File: src/rtl/ser_pkg.sv
package ser_pkg;
  typedef enum logic [2:0] {
    ST_IDLE,
    ST_START,
    ST_DATA,
    ST_PAR,
    ST_STOP
  } tx_state_e;

  localparam int unsigned MIN_CHAR_BITS = 5;
  localparam int unsigned LEN_CODE_W    = 2;

  typedef logic [LEN_CODE_W-1:0] len_code_t;
endpackage

File: src/rtl/ser_tx_fifo.sv
module ser_tx_fifo #(
  parameter int unsigned W     = 8,
  parameter int unsigned DEPTH = 16
) (
  input  logic                            clk,
  input  logic                            rst_n,
  input  logic                            wr_valid,
  output logic                            wr_ready,
  input  logic [W-1:0]                    wr_data,
  output logic                            rd_valid,
  output logic [W-1:0]                    rd_data,
  input  logic                            rd_pop,
  output logic [$clog2(DEPTH+1)-1:0]      level
);
  localparam int unsigned AW = $clog2(DEPTH);
  localparam int unsigned CW = $clog2(DEPTH + 1);

  logic [W-1:0]  mem [DEPTH];
  logic [AW-1:0] wr_ptr, rd_ptr;
  logic [CW-1:0] cnt;
  logic          push, pop;

  function automatic logic [AW-1:0] ptr_next(input logic [AW-1:0] p);
    return (p == AW'(DEPTH - 1)) ? '0 : p + 1'b1;
  endfunction

  assign wr_ready = (cnt != CW'(DEPTH));
  assign rd_valid = (cnt != '0);
  assign rd_data  = mem[rd_ptr];
  assign level    = cnt;
  assign push     = wr_valid & wr_ready;
  assign pop      = rd_pop & rd_valid;

  always_ff @(posedge clk) begin
    if (push) mem[wr_ptr] <= wr_data;
  end

  always_ff @(posedge clk) begin
    if (!rst_n) begin
      wr_ptr <= '0;
      rd_ptr <= '0;
      cnt    <= '0;
    end else begin
      if (push) wr_ptr <= ptr_next(wr_ptr);
      if (pop)  rd_ptr <= ptr_next(rd_ptr);
      case ({push, pop})
        2'b10:   cnt <= cnt + 1'b1;
        2'b01:   cnt <= cnt - 1'b1;
        default: cnt <= cnt;
      endcase
    end
  end
endmodule

File: src/rtl/ser_parity.sv
module ser_parity
  import ser_pkg::*;
#(
  parameter int unsigned W = 8
) (
  input  logic [W-1:0] data,
  input  len_code_t    len,
  input  logic         odd,
  output logic         par
);
  logic [W-1:0] mask;

  for (genvar i = 0; i < W; i++) begin : g_mask
    if (i < MIN_CHAR_BITS) begin : g_always
      assign mask[i] = 1'b1;
    end else begin : g_by_len
      assign mask[i] = (int'(len) + int'(MIN_CHAR_BITS)) > i;
    end
  end

  assign par = (^(data & mask)) ^ odd;
endmodule

File: src/rtl/ser_tx_shifter.sv
module ser_tx_shifter
  import ser_pkg::*;
#(
  parameter int unsigned W   = 8,
  parameter int unsigned OVS = 16
) (
  input  logic         clk,
  input  logic         rst_n,
  input  logic         baud_tick,
  input  logic         src_valid,
  input  logic [W-1:0] src_data,
  output logic         src_pop,
  input  len_code_t    cfg_len,
  input  logic         cfg_par_en,
  input  logic         cfg_par_odd,
  output logic         line,
  output logic         busy
);
  localparam int unsigned TW = $clog2(OVS);
  localparam int unsigned BW = $clog2(W);

  tx_state_e     state_q;
  logic [TW-1:0] tcnt_q;
  logic [BW-1:0] bidx_q, last_q;
  logic [W-1:0]  sh_q;
  logic          pen_q, par_q;
  logic          par_next, bit_done, take;

  ser_parity #(.W(W)) i_par (
    .data (src_data),
    .len  (cfg_len),
    .odd  (cfg_par_odd),
    .par  (par_next)
  );

  assign bit_done = (tcnt_q == TW'(OVS - 1));
  assign take     = baud_tick && src_valid &&
                    ((state_q == ST_IDLE) || ((state_q == ST_STOP) && bit_done));
  assign src_pop  = take;
  assign busy     = (state_q != ST_IDLE);

  always_ff @(posedge clk) begin
    if (!rst_n) begin
      state_q <= ST_IDLE;
      tcnt_q  <= '0;
      bidx_q  <= '0;
      last_q  <= '0;
      sh_q    <= '0;
      pen_q   <= 1'b0;
      par_q   <= 1'b0;
    end else if (take) begin
      state_q <= ST_START;
      tcnt_q  <= '0;
      bidx_q  <= '0;
      last_q  <= BW'(int'(cfg_len) + int'(MIN_CHAR_BITS) - 1);
      sh_q    <= src_data;
      pen_q   <= cfg_par_en;
      par_q   <= par_next;
    end else if (baud_tick && (state_q != ST_IDLE)) begin
      if (!bit_done) begin
        tcnt_q <= tcnt_q + 1'b1;
      end else begin
        tcnt_q <= '0;
        case (state_q)
          ST_START: begin
            state_q <= ST_DATA;
            bidx_q  <= '0;
          end
          ST_DATA: begin
            sh_q <= sh_q >> 1;
            if (bidx_q == last_q) state_q <= pen_q ? ST_PAR : ST_STOP;
            else                  bidx_q  <= bidx_q + 1'b1;
          end
          ST_PAR:  state_q <= ST_STOP;
          default: state_q <= ST_IDLE;
        endcase
      end
    end
  end

  always_comb begin
    case (state_q)
      ST_START: line = 1'b0;
      ST_DATA:  line = sh_q[0];
      ST_PAR:   line = par_q;
      default:  line = 1'b1;
    endcase
  end
endmodule

File: src/rtl/ser_async_tx.sv
module ser_async_tx
  import ser_pkg::*;
#(
  parameter int unsigned DATA_W     = 8,
  parameter int unsigned FIFO_DEPTH = 16,
  parameter int unsigned OVS        = 16
) (
  input  logic              clk,
  input  logic              rst_n,
  input  logic              baud_tick,
  input  logic              in_valid,
  output logic              in_ready,
  input  logic [DATA_W-1:0] in_data,
  input  logic [1:0]        cfg_len,
  input  logic              cfg_par_en,
  input  logic              cfg_par_odd,
  input  logic              cfg_brk,
  output logic              txd,
  output logic              tx_empty
);
  localparam int unsigned CW = $clog2(FIFO_DEPTH + 1);

  logic              fifo_valid, fifo_pop;
  logic [DATA_W-1:0] fifo_data;
  logic [CW-1:0]     fifo_level;
  logic              ser_line, ser_busy;

  ser_tx_fifo #(.W(DATA_W), .DEPTH(FIFO_DEPTH)) i_fifo (
    .clk      (clk),
    .rst_n    (rst_n),
    .wr_valid (in_valid),
    .wr_ready (in_ready),
    .wr_data  (in_data),
    .rd_valid (fifo_valid),
    .rd_data  (fifo_data),
    .rd_pop   (fifo_pop),
    .level    (fifo_level)
  );

  ser_tx_shifter #(.W(DATA_W), .OVS(OVS)) i_shift (
    .clk         (clk),
    .rst_n       (rst_n),
    .baud_tick   (baud_tick),
    .src_valid   (fifo_valid),
    .src_data    (fifo_data),
    .src_pop     (fifo_pop),
    .cfg_len     (len_code_t'(cfg_len)),
    .cfg_par_en  (cfg_par_en),
    .cfg_par_odd (cfg_par_odd),
    .line        (ser_line),
    .busy        (ser_busy)
  );

  assign txd      = ser_line & ~cfg_brk;
  assign tx_empty = ~fifo_valid & ~ser_busy;
endmodule

File: config.mk
export PLATFORM = sky130hd
export DESIGN_NAME = ser_async_tx
export DESIGN_NICKNAME = d
export VERILOG_FILES = /design/src/rtl/ser_pkg.sv /design/src/rtl/ser_tx_fifo.sv /design/src/rtl/ser_parity.sv /design/src/rtl/ser_tx_shifter.sv /design/src/rtl/ser_async_tx.sv
export SDC_FILE = /design/constraint.sdc
export NUM_CORES = 1
export LEC_CHECK = 0
export BUFFER_PORTS_ARGS = -buffer_cell sky130_fd_sc_hd__buf_2
export CELL_PAD_IN_SITES_DETAIL_PLACEMENT = 0
export CELL_PAD_IN_SITES_GLOBAL_PLACEMENT = 1
export CORE_MARGIN = 1
export CORE_UTILIZATION = 30
export DETAILED_ROUTE_END_ITERATION = 10
export GPL_TIMING_DRIVEN = 1
export HOLD_SLACK_MARGIN = 0.08
export PLACE_DENSITY_LB_ADDON = 0.1
export SYNTH_ARGS = -nofsm -noshare
export SYNTH_HDL_FRONTEND = slang
export SYNTH_SLANG_ARGS = --single-unit
File: constraint.sdc
create_clock -name clk -period 6.75 [get_ports clk]
set_clock_uncertainty 0.05 [all_clocks]
set_input_delay 1.0125 -clock clk [delete_from_list [all_inputs] [get_ports clk]]
set_output_delay 1.0125 -clock clk [all_outputs]
set_load 0.005 [all_outputs]
* Yosys cells after proc, flatten, opt, wreduce, memory -nomap -nowiden
Memory sizes are Yosys's and may differ from the RTL's. A register that Yosys moved wholly into a read port is not among the register bits. Index checks and enable logic that the tools add are counted.
Storage, ports and cells: register bits after elaboration 36, bits in latches 0, bits in writable memories 128, ROM bits 0, logic and storage cells 87, memories 1
Cells by class: $add $sub $neg 8, multipliers 0, divide/modulo/power cells 0, order comparisons 3, eq/ne operators 14, shift-type cells 0, multiplexer cells 21, bitwise operators 10, reductions and logical operators 19
Memory list:
- i_fifo.mem | depth 16, bits a word 8, rd ports 1, clocked after Yosys merged registers in 1, wr ports 1, line ser_tx_fifo.sv:18 | logic [W-1:0] mem [DEPTH];
Operators by type and width (count):
- 2-to-1 mux 8 bit | 4
- 2-to-1 mux 4 bit | 5
- adder 4 x 1 -> 4 bit, second input constant | 3
- equality test 4 bit, second input constant | 3
- > comparator 4 x 3 -> 1 bit, second input constant | 3
- one-hot mux 5 bit (2 select lines) | 1
- nonzero test 2 bit | 5
- 2-to-1 mux 3 bit | 3
- one-hot mux 3 bit (3 select lines) | 1
- AND reduction 3 bit | 3
- AND 8 bit | 1
- parity 8 bit | 1
- equality test 3 x 2 -> 1 bit, second input constant | 2
- one-hot mux 3 bit (2 select lines) | 1
- adder 5 x 1 -> 5 bit, second input constant | 1
- 2-to-1 mux 1 bit | 5
- != test 5 bit, second input constant | 1
- nonzero test 5 bit | 1
- subtractor 5 x 1 -> 5 bit, second input constant | 1
- adder 2 x 3 -> 4 bit, second input constant | 1
- AND 1 bit | 4
- logical AND 1 bit | 4
- NOT 1 bit | 4
- AND reduction 4 bit | 1
- other kinds (16) | 16

* Longest topological paths before layout
word-level depth 7, mapped depth 15

* By module
From an unflattened synthesis, not the netlist that was laid out.
Second synthesis, totals: cells, all modules 436, area, all modules 7248.2 µm²
By module, submodules not included:
- ser_tx_fifo | times used 1, cells an instance 294, area each 5963.2 µm²
- ser_tx_shifter | times used 1, cells an instance 130, area each 1174.9 µm²
- ser_parity | times used 1, cells an instance 10, area each 92.6 µm²
- ser_async_tx | times used 1, cells an instance 2, area each 17.5 µm²

* Worst setup path before layout
OpenSTA, ideal clock, no wires.
path type input-to-reg, start input port baud_tick, end register i_fifo.cnt[4] (netlist: i_fifo.level[4]), data arrival time 3.364 ns, data required time 6.585 ns, path slack 3.221 ns, cell stages on the path 13, buffers on the path 2, cells stage by stage nor3b_1 and3_1 clkbuf_1 clkbuf_1 ha_1 xor2_1 ha_1 a21oi_1 o22ai_1 a222oi_1 nor2_1 xor2_1 and2_1
On the way: cells in the longest elaborated chain, start to end 5
Ends and longest elaborated chain:
- start: declaration | line ser_async_tx.sv:10 | input logic baud_tick,
- logical AND 1 bit * (2 in a row) | line ser_tx_shifter.sv:37 | assign take = baud_tick && src_valid &&
- AND 1 bit * | line ser_tx_fifo.sv:32 | assign pop = rd_pop & rd_valid;
- equality test 2 x 1 -> 1 bit / equality test 2 bit (equally long branches) | line ser_tx_fifo.sv:46 | case ({push, pop})
- one-hot mux 5 bit (2 select lines) / nonzero test 2 bit (equally long branches)
- end signal: assignment | line ser_tx_fifo.sv:47 | 2'b10: cnt <= cnt + 1'b1;
- end signal: assignment | line ser_tx_fifo.sv:48 | 2'b01: cnt <= cnt - 1'b1;
- end signal: assignment | line ser_tx_fifo.sv:49 | default: cnt <= cnt;
- end: declaration | line ser_tx_fifo.sv:20 | logic [CW-1:0] cnt;
Mark *: on every way between the ends. The rest lies on a longest branch, timed or not. A chain may end at the register's enable or synchronous reset.

* Worst setup path in the final report
start register i_fifo.cnt[0] (netlist: i_fifo.level[0]), end register i_fifo.cnt[4] (netlist: i_fifo.level[4])
On the way: cells in the longest elaborated chain, start to end 6
Ends and longest elaborated chain:
- nonzero test 5 bit | line ser_tx_fifo.sv:28 | assign rd_valid = (cnt != '0);
- logical AND 1 bit (2 in a row) | line ser_tx_shifter.sv:37
- AND 1 bit | line ser_tx_fifo.sv:32
- equality test 2 x 1 -> 1 bit / equality test 2 bit (equally long branches) | line ser_tx_fifo.sv:46
- one-hot mux 5 bit (2 select lines) / nonzero test 2 bit (equally long branches)
Several ways; a longest one is shown, not always the timed one.

==> results.tsv <==
metric	value	unit
CP endpoint kind	register	
HPWL Detailed	10.4	mm
port bufs	19	
footprint of the multi-input gates	2420	µm²
share of cells above drive strength 1	0.148	
number of antenna diodes	0	
register bit total from synthesis	168	
worst r2r path cells	13	
critical path endpoint	i_fifo.level[4]$_SDFFE_PN0P_	
Max Cap Viol	0	
postcts setup bufs	0	
Data arrival, critical path	3.40	ns
H-Tree Depth	4	
grt total ovfl	0	
Seq/Total Area, Yosys	0.647	
final slew viol count	0	
final hold viol count	0	
Period Utilization, post-route	0.464	
First-pass DRT Iterations	6	
via count	4025	
reg-to-reg endpoint	i_fifo.level[4]$_SDFFE_PN0P_	
Critical Path Source Type	register	
RSZ-0062 raised after global routing	no	
Seq pwr share	0.435	
Worst-path clk slew	0.07	ns
Psw	830	µW
commonest non-fill, non-tap cell in the layout	edfxtp_1	
CTS sink count	168	
initial antenna violation count	0	
first-pass GRT wire length	24.2	mm
vias per std cell	4.76	
hold wc startpoint	i_shift.tcnt_q[1]$_SDFFE_PP0P_	
gr usage total	0.136	
clk buf depth	2	
Register Area	4650	µm²
Final Routed Wirelength	15.4	mm
PD cells	348	nW/µm²
drt initial violations	206	
Netlist cell types	47	
Worst Hold Class	register to register	
Routed Antenna Nets	0	
largest net degree at the start of global routing	33	
Clock Power Share	0.328	
register-to-register setup slack	3.61	ns
status	finished clean	
clk root buf	clkbuf_16	
clk_lat worst skew	0.43	ns
Syn. warnings	0	
Logic pwr share	0.237	
nets	545	
top cells by area, synth	edfxtp_1 (54%), dfxtp_1 (11%), mux4_2 (5.6%), mux2i_1 (3.5%), mux4_1 (2.9%)	
relative slew slack	0.288	
FF-to-FF Start	i_fifo.level[0]$_SDFFE_PN0P_	
Ports	20	
Chip Height	157	µm
hold path cells	2	
Post-Syn Area per Cell	14.5	µm²
routability cong.	0.716	
peak supply drop	0.146	mV
Pint	2.02	mW
syn nets	526	
Core Footprint	23500	µm²
DRC violations left	0	
post-layout util	0.349	
Critical Path RT	7.02	ns
Area Growth Syn to Fin	14.0	%
# fillers	2253	
cells after synthesis	494	
measured slew at the worst slew-check pin	1.07	ns
critical path fanouts, max	8	
Crit. Startpoint	i_fifo.level[0]$_SDFFE_PN0P_	
Tmin final	3.14	ns
critical path type	register to register	
Starting Density	0.306	
post-synth top area share	0.535	
Max Clk Rate	319	MHz
Setup Viol. Count Final	0	
largest area contributor in the netlist	edfxtp_1	
# rows	56	
Mapped Area	7180	µm²
vias in the first global route	4130	
routed wire length per instance	18.3	µm
die width	157	µm
DIE AREA	24600	µm²
most frequent cells in the layout	edfxtp_1 (128), nand2_1 (46), dfxtp_1 (39)	
CTS tree	done	
setup TNS	0	ns
switching portion of total power	0.291	
dpl cell area	7630	µm²
Gates resized, CTS repair	0	
CTS Buf Count	17	
Leak Pwr	2.78	nW
fin area	8190	µm²
Post-CTS Hold Fix Bufs	0	
==> layout make-up <==
class                           count  share of cell area
Sequential cell                   168               0.567
Multi-Input combinational cell    294               0.295
Clock buffer                       18              0.0524
Tap cell                          319              0.0487
Clock inverter                     14              0.0163
Timing Repair Buffer               24              0.0162
Inverter                            8             0.00367
==> through the flow <==
stage | instances | setup WS, ns | power [mW] | hold WS (ns)
after global routing | 845 | 3.30 | 3.00 | 0.467
final | 845 | 3.61 | 2.85 | 0.441
after CTS | 845 | 3.59 | 2.89 | 0.444
after detailed placement | 813 | 3.35 | 1.95 | 0.435
after floorplan | 494 | 3.22 | 1.78 | 0.408
after global placement | 813 | 3.39 | 1.95 | 0.428
==> power by group through the flow <==
stage / logic (mW) / clock network (mW) / registers, mW
5_1_grt: 0.757 / 0.998 / 1.25
3_3_place_gp: 0.685 / 0 / 1.26
3_5_place_dp: 0.690 / 0 / 1.26
2_1_floorplan: 0.535 / 0 / 1.25
4_1_cts: 0.693 / 0.961 / 1.24
6_report: 0.675 / 0.934 / 1.24
==> Yosys cell counts (all sizes together) <==
master and count:
nand3 5, o211a 9, o22ai 2, a311oi 2, xor2 9, a21boi 3, nor3b 1, and2 8
o41ai 1, a21oi 13, nor4 3, a32oi 2, nand3b 2, o31a 1, nand2b 10, xnor3 1
inv 8, o21a 2, o21ai 12, clkbuf 17, a31oi 1, nor3 7, or3 5, and3 1
mux2i 25, xnor2 9, a221oi 1, nor2b 12, nor2 34, nand4 2, a22oi 17, o21bai 1
mux4 26, ha 15, a222oi 1, o211ai 1, dfxtp 40, nand2 46, mux2 2, o31ai 2
edfxtp 128, buf 7
==> registers in the layout, summed over array words and instances, names as in the netlist, named ones only <==
signal,cells
i_shift.last_q,3
i_shift.state_q,3
i_shift.par_q,1
i_shift.sh_q,8
i_fifo.rd_ptr,4
i_fifo.mem,128
i_fifo.level,5
i_shift.bidx_q,3
i_shift.tcnt_q,4
i_shift.pen_q,1
i_fifo.wr_ptr,4
==> how the worst min path moves through the flow <==
stage                                      to  slack, ns
3_3_place_gp   i_shift.tcnt_q[3]$_SDFFE_PP0P_       0.43
5_1_grt          i_shift.sh_q[6]$_SDFFE_PN0P_       0.47
6_report       i_shift.tcnt_q[1]$_SDFFE_PP0P_       0.44
3_5_place_dp   i_shift.tcnt_q[1]$_SDFFE_PP0P_       0.43
2_1_floorplan  i_shift.tcnt_q[3]$_SDFFE_PP0P_       0.41
4_1_cts        i_shift.tcnt_q[1]$_SDFFE_PP0P_       0.44
==> critical path, cell delays in order (launching register included) <==
cell	delay (ns)
dfxtp_1	0.35
nor4_1	0.39
nand2_1	0.15
and2_1	0.26
inv_1	0.17
ha_1	0.28
xor2_1	0.10
ha_1	0.19
a21oi_1	0.24
o22ai_1	0.13
a222oi_1	0.34
nor2_1	0.08
xor2_1	0.14
and2_1	0.15
==> logic make-up after synthesis <==
group / share of synthesized area
simple gates: 0.0890
flops: 0.647
mux: 0.124
buf+inv: 0.0188
compound gates: 0.0707
fa+ha+maj: 0.0261
xor+xnor: 0.0251
==> routing by layer <==
layer  routed length (µm)  vias up  global-route usage
li1                     -     1919                   -
met1                 7260     2040               0.177
met2                 7620       53               0.228
met3                  443       13              0.0318
met4                  123        0              0.0364
met5                    0        -                   0
No activity file was read; power rests on OpenSTA's default activity.
